**config.mk**
```make
export PLATFORM = sky130hd
export DESIGN_NAME = dma2d_addr_gen
export DESIGN_NICKNAME = d
export VERILOG_FILES = /design/src/rtl/dma2d_pkg.sv /design/src/rtl/dma2d_cfg_latch.sv /design/src/rtl/dma2d_count_unit.sv /design/src/rtl/dma2d_addr_unit.sv /design/src/rtl/dma2d_addr_gen.sv
export SDC_FILE = /design/constraint.sdc
export NUM_CORES = 1
export LEC_CHECK = 0
export ABC_AREA = 1
export BUFFER_PORTS_ARGS = -buffer_cell sky130_fd_sc_hd__buf_2
export CAP_MARGIN = 40
export CORE_MARGIN = 4
export CORE_UTILIZATION = 35
export CTS_BUF_LIST = sky130_fd_sc_hd__clkbuf_8
export DETAILED_ROUTE_END_ITERATION = 8
export GPL_TIMING_DRIVEN = 0
export PLACE_DENSITY = 0.63
export SYNTH_ARGS = -nofsm -noshare
export SYNTH_HDL_FRONTEND = slang
export SYNTH_SLANG_ARGS = --single-unit
```
**constraint.sdc**
```tcl
create_clock -name clk -period 7.32 [get_ports clk]
set_clock_uncertainty 0.15 [all_clocks]
set_input_delay 0.732 -clock clk [delete_from_list [all_inputs] [get_ports clk]]
set_output_delay 0.732 -clock clk [all_outputs]
set_load 0.03 [all_outputs]
```
**src/rtl/dma2d_pkg.sv**
```systemverilog
// Shared encodings for the 2D DMA address generator.
package dma2d_pkg;
    // Flow modes selecting what happens at the end of a work unit.
    typedef enum logic [1:0] {
        FLOW_STOP = 2'b00,
        FLOW_AUTO = 2'b01,
        FLOW_DESC = 2'b10,
        FLOW_RSVD = 2'b11
    } flow_e;
endpackage

```
**src/rtl/dma2d_cfg_latch.sv**
```systemverilog
// Holds the channel configuration captured by a start pulse.
// Assumes the configuration inputs are valid in the cycle start is high.
module dma2d_cfg_latch #(
    parameter int ADDR_W = 32,
    parameter int CNT_W  = 16
) (
    input  logic              clk,
    input  logic              rst_n,
    input  logic              capture_i,
    input  logic [ADDR_W-1:0] start_addr_i,
    input  logic [CNT_W-1:0]  x_count_i,
    input  logic [CNT_W-1:0]  x_mod_i,
    input  logic [CNT_W-1:0]  y_count_i,
    input  logic [CNT_W-1:0]  y_mod_i,
    input  logic              two_d_i,
    input  logic              irq_en_i,
    input  logic              row_irq_i,
    input  logic [1:0]        flow_i,
    output logic [ADDR_W-1:0] start_addr_o,
    output logic [CNT_W-1:0]  x_count_o,
    output logic [CNT_W-1:0]  x_mod_o,
    output logic [CNT_W-1:0]  y_count_o,
    output logic [CNT_W-1:0]  y_mod_o,
    output logic              two_d_o,
    output logic              irq_en_o,
    output logic              row_irq_o,
    output logic [1:0]        flow_o
);
    // Capture every configuration field on start.
    always_ff @(posedge clk) begin
        if (!rst_n) begin
            start_addr_o <= '0;
            x_count_o    <= '0;
            x_mod_o      <= '0;
            y_count_o    <= '0;
            y_mod_o      <= '0;
            two_d_o      <= 1'b0;
            irq_en_o     <= 1'b0;
            row_irq_o    <= 1'b0;
            flow_o       <= 2'b00;
        end else if (capture_i) begin
            start_addr_o <= start_addr_i;
            x_count_o    <= x_count_i;
            x_mod_o      <= x_mod_i;
            y_count_o    <= y_count_i;
            y_mod_o      <= y_mod_i;
            two_d_o      <= two_d_i;
            irq_en_o     <= irq_en_i;
            row_irq_o    <= row_irq_i;
            flow_o       <= flow_i;
        end
    end
endmodule

```
**src/rtl/dma2d_count_unit.sv**
```systemverilog
// X and Y element counters. Flags a row change and the end of a work unit
// for the accepted element. Assumes step_i is only high when the X count
// is non-zero; load_i has priority over step_i.
module dma2d_count_unit #(
    parameter int CNT_W = 16
) (
    input  logic             clk,
    input  logic             rst_n,
    input  logic             load_i,
    input  logic [CNT_W-1:0] ld_x_i,
    input  logic [CNT_W-1:0] ld_y_i,
    input  logic             step_i,
    input  logic [CNT_W-1:0] row_x_i,
    input  logic             two_d_i,
    output logic [CNT_W-1:0] cur_x_o,
    output logic [CNT_W-1:0] cur_y_o,
    output logic             row_wrap_o,
    output logic             unit_end_o
);
    localparam logic [CNT_W-1:0] ONE = CNT_W'(1);

    logic last_x;
    logic more_rows;

    // A configured count of zero means the largest count.
    function automatic logic [CNT_W-1:0] eff_cnt(input logic [CNT_W-1:0] v);
        return (v == '0) ? '1 : v;
    endfunction

    // Classify the accepted element as mid-row, row change or unit end.
    always_comb begin
        last_x     = (cur_x_o == ONE);
        more_rows  = two_d_i && (cur_y_o > ONE);
        row_wrap_o = step_i && last_x && more_rows;
        unit_end_o = step_i && last_x && !more_rows;
    end

    // Counter update.
    always_ff @(posedge clk) begin
        if (!rst_n) begin
            cur_x_o <= '0;
            cur_y_o <= '0;
        end else if (load_i) begin
            cur_x_o <= eff_cnt(ld_x_i);
            cur_y_o <= eff_cnt(ld_y_i);
        end else if (step_i) begin
            if (!last_x) begin
                cur_x_o <= cur_x_o - ONE;
            end else if (more_rows) begin
                cur_y_o <= cur_y_o - ONE;
                cur_x_o <= eff_cnt(row_x_i);
            end else begin
                cur_x_o <= '0;
            end
        end
    end
endmodule

```
**src/rtl/dma2d_addr_unit.sv**
```systemverilog
// Current address register. Steps by the sign-extended X stride, or by the
// Y stride on a row change (the last X step of a row is never applied).
// Assumes ADDR_W is larger than CNT_W; load_i has priority over step_i.
module dma2d_addr_unit #(
    parameter int ADDR_W = 32,
    parameter int CNT_W  = 16
) (
    input  logic              clk,
    input  logic              rst_n,
    input  logic              load_i,
    input  logic [ADDR_W-1:0] ld_addr_i,
    input  logic              step_i,
    input  logic              row_wrap_i,
    input  logic [CNT_W-1:0]  x_mod_i,
    input  logic [CNT_W-1:0]  y_mod_i,
    output logic [ADDR_W-1:0] cur_addr_o
);
    localparam int EXT_W = ADDR_W - CNT_W;

    logic [ADDR_W-1:0] x_step;
    logic [ADDR_W-1:0] y_step;

    // Sign-extend both strides to the address width.
    always_comb begin
        x_step = {{EXT_W{x_mod_i[CNT_W-1]}}, x_mod_i};
        y_step = {{EXT_W{y_mod_i[CNT_W-1]}}, y_mod_i};
    end

    // Address update.
    always_ff @(posedge clk) begin
        if (!rst_n) begin
            cur_addr_o <= '0;
        end else if (load_i) begin
            cur_addr_o <= ld_addr_i;
        end else if (step_i) begin
            cur_addr_o <= cur_addr_o + (row_wrap_i ? y_step : x_step);
        end
    end
endmodule

```
**src/rtl/dma2d_addr_gen.sv**
```systemverilog
// Two-dimensional DMA address generator: per-element address and count
// engine with end-of-row and end-of-unit handling, interrupt pulse and
// run/done status. Assumes elem_ack_i refers to the address on cur_addr_o.
module dma2d_addr_gen #(
    parameter int ADDR_W = 32,
    parameter int CNT_W  = 16
) (
    input  logic              clk,
    input  logic              rst_n,
    input  logic              start_i,
    input  logic [ADDR_W-1:0] cfg_start_addr_i,
    input  logic [CNT_W-1:0]  cfg_x_count_i,
    input  logic [CNT_W-1:0]  cfg_x_mod_i,
    input  logic [CNT_W-1:0]  cfg_y_count_i,
    input  logic [CNT_W-1:0]  cfg_y_mod_i,
    input  logic              cfg_2d_i,
    input  logic              cfg_irq_en_i,
    input  logic              cfg_row_irq_i,
    input  logic [1:0]        cfg_flow_i,
    input  logic              elem_ack_i,
    output logic [ADDR_W-1:0] cur_addr_o,
    output logic [CNT_W-1:0]  cur_x_o,
    output logic [CNT_W-1:0]  cur_y_o,
    output logic              run_o,
    output logic              done_o,
    output logic              irq_o,
    output logic              desc_req_o
);
    import dma2d_pkg::*;

    logic [ADDR_W-1:0] lat_start_addr;
    logic [CNT_W-1:0]  lat_x_count, lat_x_mod, lat_y_count, lat_y_mod;
    logic              lat_2d, lat_irq_en, lat_row_irq;
    logic [1:0]        lat_flow_raw;
    flow_e             lat_flow;

    logic              accept, step, load, row_wrap, unit_end;
    logic              end_auto, end_desc, end_stop;
    logic [ADDR_W-1:0] ld_addr;
    logic [CNT_W-1:0]  ld_x, ld_y;

    dma2d_cfg_latch #(.ADDR_W(ADDR_W), .CNT_W(CNT_W)) u_cfg (
        .clk(clk), .rst_n(rst_n), .capture_i(start_i),
        .start_addr_i(cfg_start_addr_i), .x_count_i(cfg_x_count_i),
        .x_mod_i(cfg_x_mod_i), .y_count_i(cfg_y_count_i),
        .y_mod_i(cfg_y_mod_i), .two_d_i(cfg_2d_i), .irq_en_i(cfg_irq_en_i),
        .row_irq_i(cfg_row_irq_i), .flow_i(cfg_flow_i),
        .start_addr_o(lat_start_addr), .x_count_o(lat_x_count),
        .x_mod_o(lat_x_mod), .y_count_o(lat_y_count), .y_mod_o(lat_y_mod),
        .two_d_o(lat_2d), .irq_en_o(lat_irq_en), .row_irq_o(lat_row_irq),
        .flow_o(lat_flow_raw)
    );

    // Decode the end-of-unit action and the reload sources.
    always_comb begin
        lat_flow = flow_e'(lat_flow_raw);
        accept   = elem_ack_i && run_o && (cur_x_o != '0);
        step     = accept && !start_i;
        end_auto = unit_end && (lat_flow == FLOW_AUTO);
        end_desc = unit_end && (lat_flow == FLOW_DESC);
        end_stop = unit_end && (lat_flow == FLOW_STOP || lat_flow == FLOW_RSVD);
        load     = start_i || end_auto;
        ld_addr  = start_i ? cfg_start_addr_i : lat_start_addr;
        ld_x     = start_i ? cfg_x_count_i : lat_x_count;
        ld_y     = start_i ? cfg_y_count_i : lat_y_count;
    end

    dma2d_count_unit #(.CNT_W(CNT_W)) u_cnt (
        .clk(clk), .rst_n(rst_n), .load_i(load), .ld_x_i(ld_x), .ld_y_i(ld_y),
        .step_i(step), .row_x_i(lat_x_count), .two_d_i(lat_2d),
        .cur_x_o(cur_x_o), .cur_y_o(cur_y_o),
        .row_wrap_o(row_wrap), .unit_end_o(unit_end)
    );

    dma2d_addr_unit #(.ADDR_W(ADDR_W), .CNT_W(CNT_W)) u_addr (
        .clk(clk), .rst_n(rst_n), .load_i(load), .ld_addr_i(ld_addr),
        .step_i(step), .row_wrap_i(row_wrap), .x_mod_i(lat_x_mod),
        .y_mod_i(lat_y_mod), .cur_addr_o(cur_addr_o)
    );

    // Run/done status and the one-cycle irq and descriptor pulses.
    always_ff @(posedge clk) begin
        if (!rst_n) begin
            run_o      <= 1'b0;
            done_o     <= 1'b0;
            irq_o      <= 1'b0;
            desc_req_o <= 1'b0;
        end else begin
            irq_o      <= lat_irq_en && (unit_end || (row_wrap && lat_row_irq));
            desc_req_o <= end_desc;
            if (start_i) begin
                run_o  <= 1'b1;
                done_o <= 1'b0;
                irq_o  <= 1'b0;
            end else if (end_stop) begin
                run_o  <= 1'b0;
                done_o <= 1'b1;
            end
        end
    end
endmodule

```
* Yosys cells after proc, flatten, opt, wreduce, memory -nomap -nowiden
Cells that the tools add are included.
** Storage, ports and cells
- Register bits after elaboration :: 169
- Input port bits :: 105
- Output and inout bits :: 68
- Word-level logic and storage cells :: 72
** Cells by class
- Add/sub/neg operators :: 3
- Magnitude comparators :: 1
- Eq/ne operators :: 4
- Muxes and demuxes :: 19
- Bitwise operators :: 1
- Reductions and logical operators :: 28
** Operator list (count)
- two-way mux 16 bit :: 13
- two-way mux 32 bit :: 4
- zero test 16 bit :: 3
- adder 32 bit :: 1
- subtractor 16 x 1 -> 16 bit, second input constant :: 2
- equality test 16 x 1 -> 1 bit, second input constant :: 1
- > comparator 16 x 1 -> 1 bit, second input constant :: 1
- nonzero test 16 bit :: 1
- logical AND 1 bit :: 12
- nonzero test 2 bit :: 4
- equality test 2 bit, second input constant :: 2
- logical OR 1 bit :: 3
- AND reduction 3 bit :: 1
- equality test 2 x 1 -> 1 bit, second input constant :: 1
- zero test 1 bit :: 2
- zero test 2 bit :: 1
- two-way mux 1 bit :: 2
- OR reduction 2 bit :: 1
- NOT 1 bit :: 1

* Depth between registers and ports, before layout
- Depth after elaboration :: 9
- Gate-level depth with buffers :: 25
- Mapped depth without buffers :: 24

* Cells and area by module
Synthesis repeated with hierarchy kept, for this count alone.
** Second synthesis, totals
- Cells, all modules :: 2111
- Area total of the unflattened synthesis :: 12134.1 um2
** By module, submodules not included
- dma2d_cfg_latch :: times used 1, cells an instance 639, area each 4100.2 um2, sequential area each 2021.9 um2
- dma2d_addr_unit :: times used 1, cells an instance 670, area each 3892.5 um2, sequential area each 640.6 um2
- dma2d_count_unit :: times used 1, cells an instance 558, area each 3098.0 um2, sequential area each 640.6 um2
- dma2d_addr_gen :: times used 1, cells an instance 244, area each 1043.5 um2, sequential area each 80.1 um2

* Worst setup path after synthesis
Ideal clock, no wire load.
- Path type :: input port to flip-flop
- Start :: input start_i
- End :: register u_addr.cur_addr_o[30]
- Library setup time :: 128 ps
- Data arrival time :: 3468 ps
- Required time :: 7042 ps
- Path slack :: 3574 ps
- Stages on the path :: 21
- Path buffers :: 2
- Cells stage by stage :: buf_6 -> inv_8 -> and3_2 -> nand4_2 -> nor2_1 -> buf_2 -> nor2_1 -> a21oi_1 -> ha_1 -> inv_1 -> fa_1 -> inv_1 -> nand3_1 -> nand2_1 -> a21oi_1 -> o21ai_0 -> nand2_1 -> a21oi_1 -> nor2_1 -> nor2_1 -> nor2_1
** Between the ends
- Cells in the longest elaborated chain, start to end :: 8
- Elaborated cells on any way between the ends :: 13
- Classes of those cells :: 1 x add/sub; 4 x mux; 8 x reduce/logical
** Ends and longest elaborated chain
- from (decl) :: line dma2d_addr_gen.sv:10 : input logic start_i,
- zero test 1 bit :: line dma2d_addr_gen.sv:58 : step = accept && !start_i;
- logical AND 1 bit :: line dma2d_addr_gen.sv:58
- logical AND 1 bit :: line dma2d_count_unit.sv:34, dma2d_count_unit.sv:35
- logical AND 1 bit :: line dma2d_count_unit.sv:34 : row_wrap_o = step_i && last_x && more_rows;
- two-way mux 32 bit :: line dma2d_addr_unit.sv:36 : cur_addr_o <= cur_addr_o + (row_wrap_i ? y_step : x_step);
- adder 32 bit :: line dma2d_addr_unit.sv:36
- two-way mux 32 bit :: line dma2d_addr_unit.sv:35 : end else if (step_i) begin
- two-way mux 32 bit :: line dma2d_addr_unit.sv:33 : end else if (load_i) begin
- to (signal assigned) :: line dma2d_addr_unit.sv:34 : cur_addr_o <= ld_addr_i;
- to (signal assigned) :: line dma2d_addr_unit.sv:36
- to (decl) :: line dma2d_addr_unit.sv:16 : output logic [ADDR_W-1:0] cur_addr_o
Parallel ways exist; a longest one is shown, timed or not. The select of a mux whose other input is x is not followed.
A chain may end at the register's enable or synchronous reset.

* Final worst setup path
- Start :: register u_cnt.cur_y_o[0]
- End :: register u_addr.cur_addr_o[30]
** Between the ends
- Cells in the longest elaborated chain, start to end :: 7
- Elaborated cells on any way between the ends :: 12
- Classes of those cells :: 1 x add/sub; 1 x order compare; 3 x mux; 7 x reduce/logical
** Ends and longest elaborated chain
- from (decl) :: line dma2d_count_unit.sv:16 : output logic [CNT_W-1:0] cur_y_o,
- from (signal assigned) :: line dma2d_count_unit.sv:45 : cur_y_o <= eff_cnt(ld_y_i);
- from (signal assigned) :: line dma2d_count_unit.sv:50 : cur_y_o <= cur_y_o - ONE;
- > comparator 16 x 1 -> 1 bit * :: line dma2d_count_unit.sv:33 : more_rows = two_d_i && (cur_y_o > ONE);
- logical AND 1 bit * :: line dma2d_count_unit.sv:33
- logical AND 1 bit or zero test 1 bit (tied branches) :: line dma2d_count_unit.sv:34, dma2d_count_unit.sv:35
- two-way mux 32 bit or logical AND 1 bit (tied branches) :: line dma2d_addr_unit.sv:36, dma2d_count_unit.sv:35
- adder 32 bit or logical AND 1 bit (tied branches) :: line dma2d_addr_unit.sv:36, dma2d_addr_gen.sv:59
- two-way mux 32 bit or logical OR 1 bit (tied branches) :: line dma2d_addr_unit.sv:35, dma2d_addr_gen.sv:62
- two-way mux 32 bit or nonzero test 2 bit (tied branches)
Every way passes the cells marked *; elsewhere a longest branch is shown, timed or not. The select of a mux whose other input is x is not followed.

==> impl_results.md <==
* Status: finished, final reports clean
* Most frequent CP cell: nor2_1
* Crit-path cells: inv_1 -> ha_1 -> o21ai_0 -> nor2_1 -> nand2_1 -> nand2_2 -> nor2_1 -> buf_2 -> nor2_1 -> a21oi_1 -> ha_1 -> inv_1 -> fa_1 -> inv_1 -> nand3_1 -> nand2_1 -> a21oi_1 -> o21ai_0 -> nand2_1 -> a21oi_1 -> nor2_1 -> nor2_1 -> nor2_1
* CTS clk-pin slew, worst paths at 100 ps
* Largest net degree at the start of global routing at 17
* GR Overflow Total at 0
* Number of synthesized flops with an enable pin at 0
* Max-cap violations at 0
* Initial core utilization at 0.356
* Core area at about 0.028 mm²
* Worst R2R Setup Slack at 2520 ps
* Area share of fa/ha/maj cells after synthesis at 0.0511
* Worst hold start: u_cfg.irq_en_o
* CP max stage delay at around 570 ps
* Post-DP HPWL at around 29 mm
* WP data arrival at about 5000 ps
* Global route hottest layer: met2
* Post_cts resized at 0
* Post-synthesis mux area share at 0.0342
* Hold path depth at 2
* Syn_nets at approximately 1600
* Pint at 0.00158 W
* TritonCTS clock tree: done
* Post-CTS Setup Repair Bufs at 0
* DR vias/cell at about 5.2
* Post-synthesis xor/xnor area fraction at 0.0264
* Count of cell types in the netlist at 51
* Filler cells at ~3000
* Clk_lat worst skew at about 480 ps
* RSZ-0062 raised after global routing: false
* Area of the multi-input gates at about 0.0057 mm²
* Synth warn at 0
* Cell count after synthesis at roughly 1500
* Row count at 61
* Setup CP Type: reg2reg
* First DRT Iteration DRCs at just over 900
* Commonest cells after routing, fill and taps aside: nand2_1, nor2_1, buf_2
* Average cell area after synthesis at about 6.7 µm²
* # nets final at ~1800
* RePlAce Congestion at approximately 1
* Num CTS Buffers at 17
* Leak Pwr at ~5.7 nW
* Asr flop ratio synth at 0
* Residual DRC at 0
* Main combinational cell family by area after synthesis: simple AND/OR/NAND/NOR gates
* Met3 usage at 0.0424
* Post-CTS Hold Fix Bufs at 0
* Mapped Area at ~0.0099 mm²
* Tmin final at approximately 4800 ps
* CTS H-tree lvls at 4
* Pwr dens at about 200 mW/mm²
* CP required at between 7000 and 8000 ps
* Psw at slightly above 0.0008 W
* Share of power burned in registers at 0.432
* Overall global routing resource usage at 0.232
* R2R cell count at 23
* Worst Path Buf+Inv at 4
* Initial antenna violation count at 0
* Antenna viol nets, final at 0
* N_diodes at 0
* Hold Path Class: reg2reg
* Clock root buffer: clkbuf_8
* Met2 Usage GRT at 0.350
* Area growth, synth to finish at 18.0%
* Hold Slack at 307 ps
* Port Buffers at between 150 and 200
* R2r startpoint: u_cnt.cur_y_o[0]
* Vias at 10600
* Clock power share at 0.341
* I/O Pins at approximately 170
* Seq/Total Area, Yosys at 0.340
* Die width at 177 µm
* Most common cell after layout, fill and taps aside: nand2_1
* Switch share at 0.339
* Share of the synthesized area in the top cell type at 0.340
* Sum Neg Setup Slack at 0 ps
* Clk sinks at approximately 170
* First-pass GRT wire length at 56.2 mm
* Max VDD drop at between 0.1 and 0.15 mV
* Routed WL at 37.1 mm
* Power Total at 0.00239 W
* Logic gate share of total power at 0.227
* Post-Synth Simple-Gate Area at 0.305
* Worst hold endpoint: u_cfg.irq_en_o
* WL/cell at roughly 18 µm
* Endpoint class of the critical path: register
* Compound-Gate Fraction of Synth Area at 0.154
* Reg-to-Reg End: u_addr.cur_addr_o[30]
* Final setup vio count at 0
* Most common flop cell mapped by yosys: dfxtp_1
* Top delay family on crit path: simple AND/OR/NAND/NOR gates
* Die Ht at around 180 µm
* Period utilisation layout at 0.655
* Top cells by area, synth: dfxtp_1, nand2_1, nor2_1, o21ai_0, a21oi_1
* Crit path max-delay cell type: o21ai_0
* #FFs+latches synth at 169
* CP Launch Type: register
* Layout cell share with drive strength beyond 1 at 0.162
* Clock buffer depth at 2
* Max-slew headroom at 0.471
* Final Max Slew Viols at 0
* Met1 Use GR at 0.336
* Final Hold Viols at 0
* Total die area at approximately 0.031 mm²
* Fmax at 0.208 GHz
* DRT Pass-1 Iters at 8
* Vias in the first global route at around 10000
* Yosys top cell by area: dfxtp_1
* FF+latch area at about 0.0034 mm²
* Worst slew pin tran at slightly below 800 ps
* Crit-path max FO at 10
layer usage:
metal	wire, µm	part of all wire
met1	17400	0.47
met2	15500	0.42
met3	3180	0.086
met4	934	0.025
met5	0	0
how the worst max path moves through the flow:
| stage | end | cells after the start | from | slack (ps) |
|---|---|---|---|---|
| after floorplan | u_addr.cur_addr_o[30] | 21 | start_i | 3570 |
| after global placement | u_addr.cur_addr_o[30] | 21 | start_i | 2610 |
| after detailed placement | u_addr.cur_addr_o[30] | 21 | start_i | 2610 |
| after CTS | u_addr.cur_addr_o[30] | 23 | u_cnt.cur_y_o[0] | 2580 |
| after global routing | u_addr.cur_addr_o[30] | 23 | u_cnt.cur_y_o[0] | 2130 |
| final | u_addr.cur_addr_o[30] | 23 | u_cnt.cur_y_o[0] | 2520 |
cell usage after synthesis, types with 2 or more instances:
cell type	instances
buf_6	6
o21ai_1	13
o21a_1	5
nand2_1	327
o21ai_0	121
buf_1	5
xor2_1	20
nand3b_1	4
nand2_2	6
inv_2	4
a31oi_1	19
or2_1	7
nand4_1	16
mux2i_1	34
clkinv_1	2
or2_0	9
nor2_4	5
nor4_1	5
nor3_1	8
o21bai_1	2
buf_2	23
ha_1	39
or2_2	3
o211ai_1	6
o21ai_2	3
nand3_1	109
nor2_1	197
nor2_2	4
dfxtp_1	169
xnor2_1	10
a21oi_1	113
inv_1	137
buf_4	6
clkbuf_1	21
o31ai_1	2
kinds of logic (layout without fill, tap and decap cells):
group                      Yosys count  count (layout)
DFF                                169             169
xor gates and xnor gates            30              30
AOI/OAI and AO/OA                  289             289
muxes                               34              34
and+or+nand+nor                    707             707
buffers and inverters              207             409
adders and majority gates           40              40
layout make-up:
cell class,instances,share of cell area
Sequential cell,169,0.288
Clock buffer,17,0.0199
Timing Repair Buffer,170,0.0725
Clock inverter,15,0.0199
Multi-Input combinational cell,1100,0.484
Inverter,145,0.0472
Buffer,62,0.0281
Tap cell,378,0.0403
registers in the layout, indices dropped and copies added, names as in the netlist:
signal and flops:
u_cfg.x_mod_o 16, u_cnt.cur_x_o 16, u_cnt.cur_y_o 16, u_cfg.x_count_o 16, u_cfg.y_mod_o 16, u_cfg.y_count_o 16
u_cfg.two_d_o 1, irq_o 1, u_cfg.start_addr_o 32, u_cfg.row_irq_o 1, run_o 1, u_cfg.flow_o 2
u_addr.cur_addr_o 32, done_o 1, desc_req_o 1, u_cfg.irq_en_o 1
tightest hold or removal path, delay by kind of cell, from the launching register on:
kind,cells,cell delay [ps]
DFF,1,320
and+or+nand+nor,2,110
power groups by stage:
stage               Clock (W)  Sequential (W)  Combinational [W]
floorplan                   0         0.00109           0.000312
global placement            0         0.00105           0.000528
detailed placement          0         0.00105           0.000534
CTS                  0.000821         0.00103           0.000537
global route         0.000858         0.00104           0.000599
finish               0.000813         0.00103           0.000542
per-stage QoR:
| step | instances | cell area (µm²) | setup WS, ps | utilization |
|---|---|---|---|---|
| 5_1_grt | 2056 | 11700 | 2130 | 0.420 |
| 2_1_floorplan | 1476 | 9950 | 3570 | - |
| 4_1_cts | 2056 | 11700 | 2580 | 0.420 |
| 3_5_place_dp | 2024 | 11300 | 2610 | 0.404 |
| 6_report | 2056 | 11700 | 2520 | 0.420 |
| 3_3_place_gp | 2024 | 11300 | 2610 | 0.404 |
Note: power is estimated with default switching activity, not from simulation.
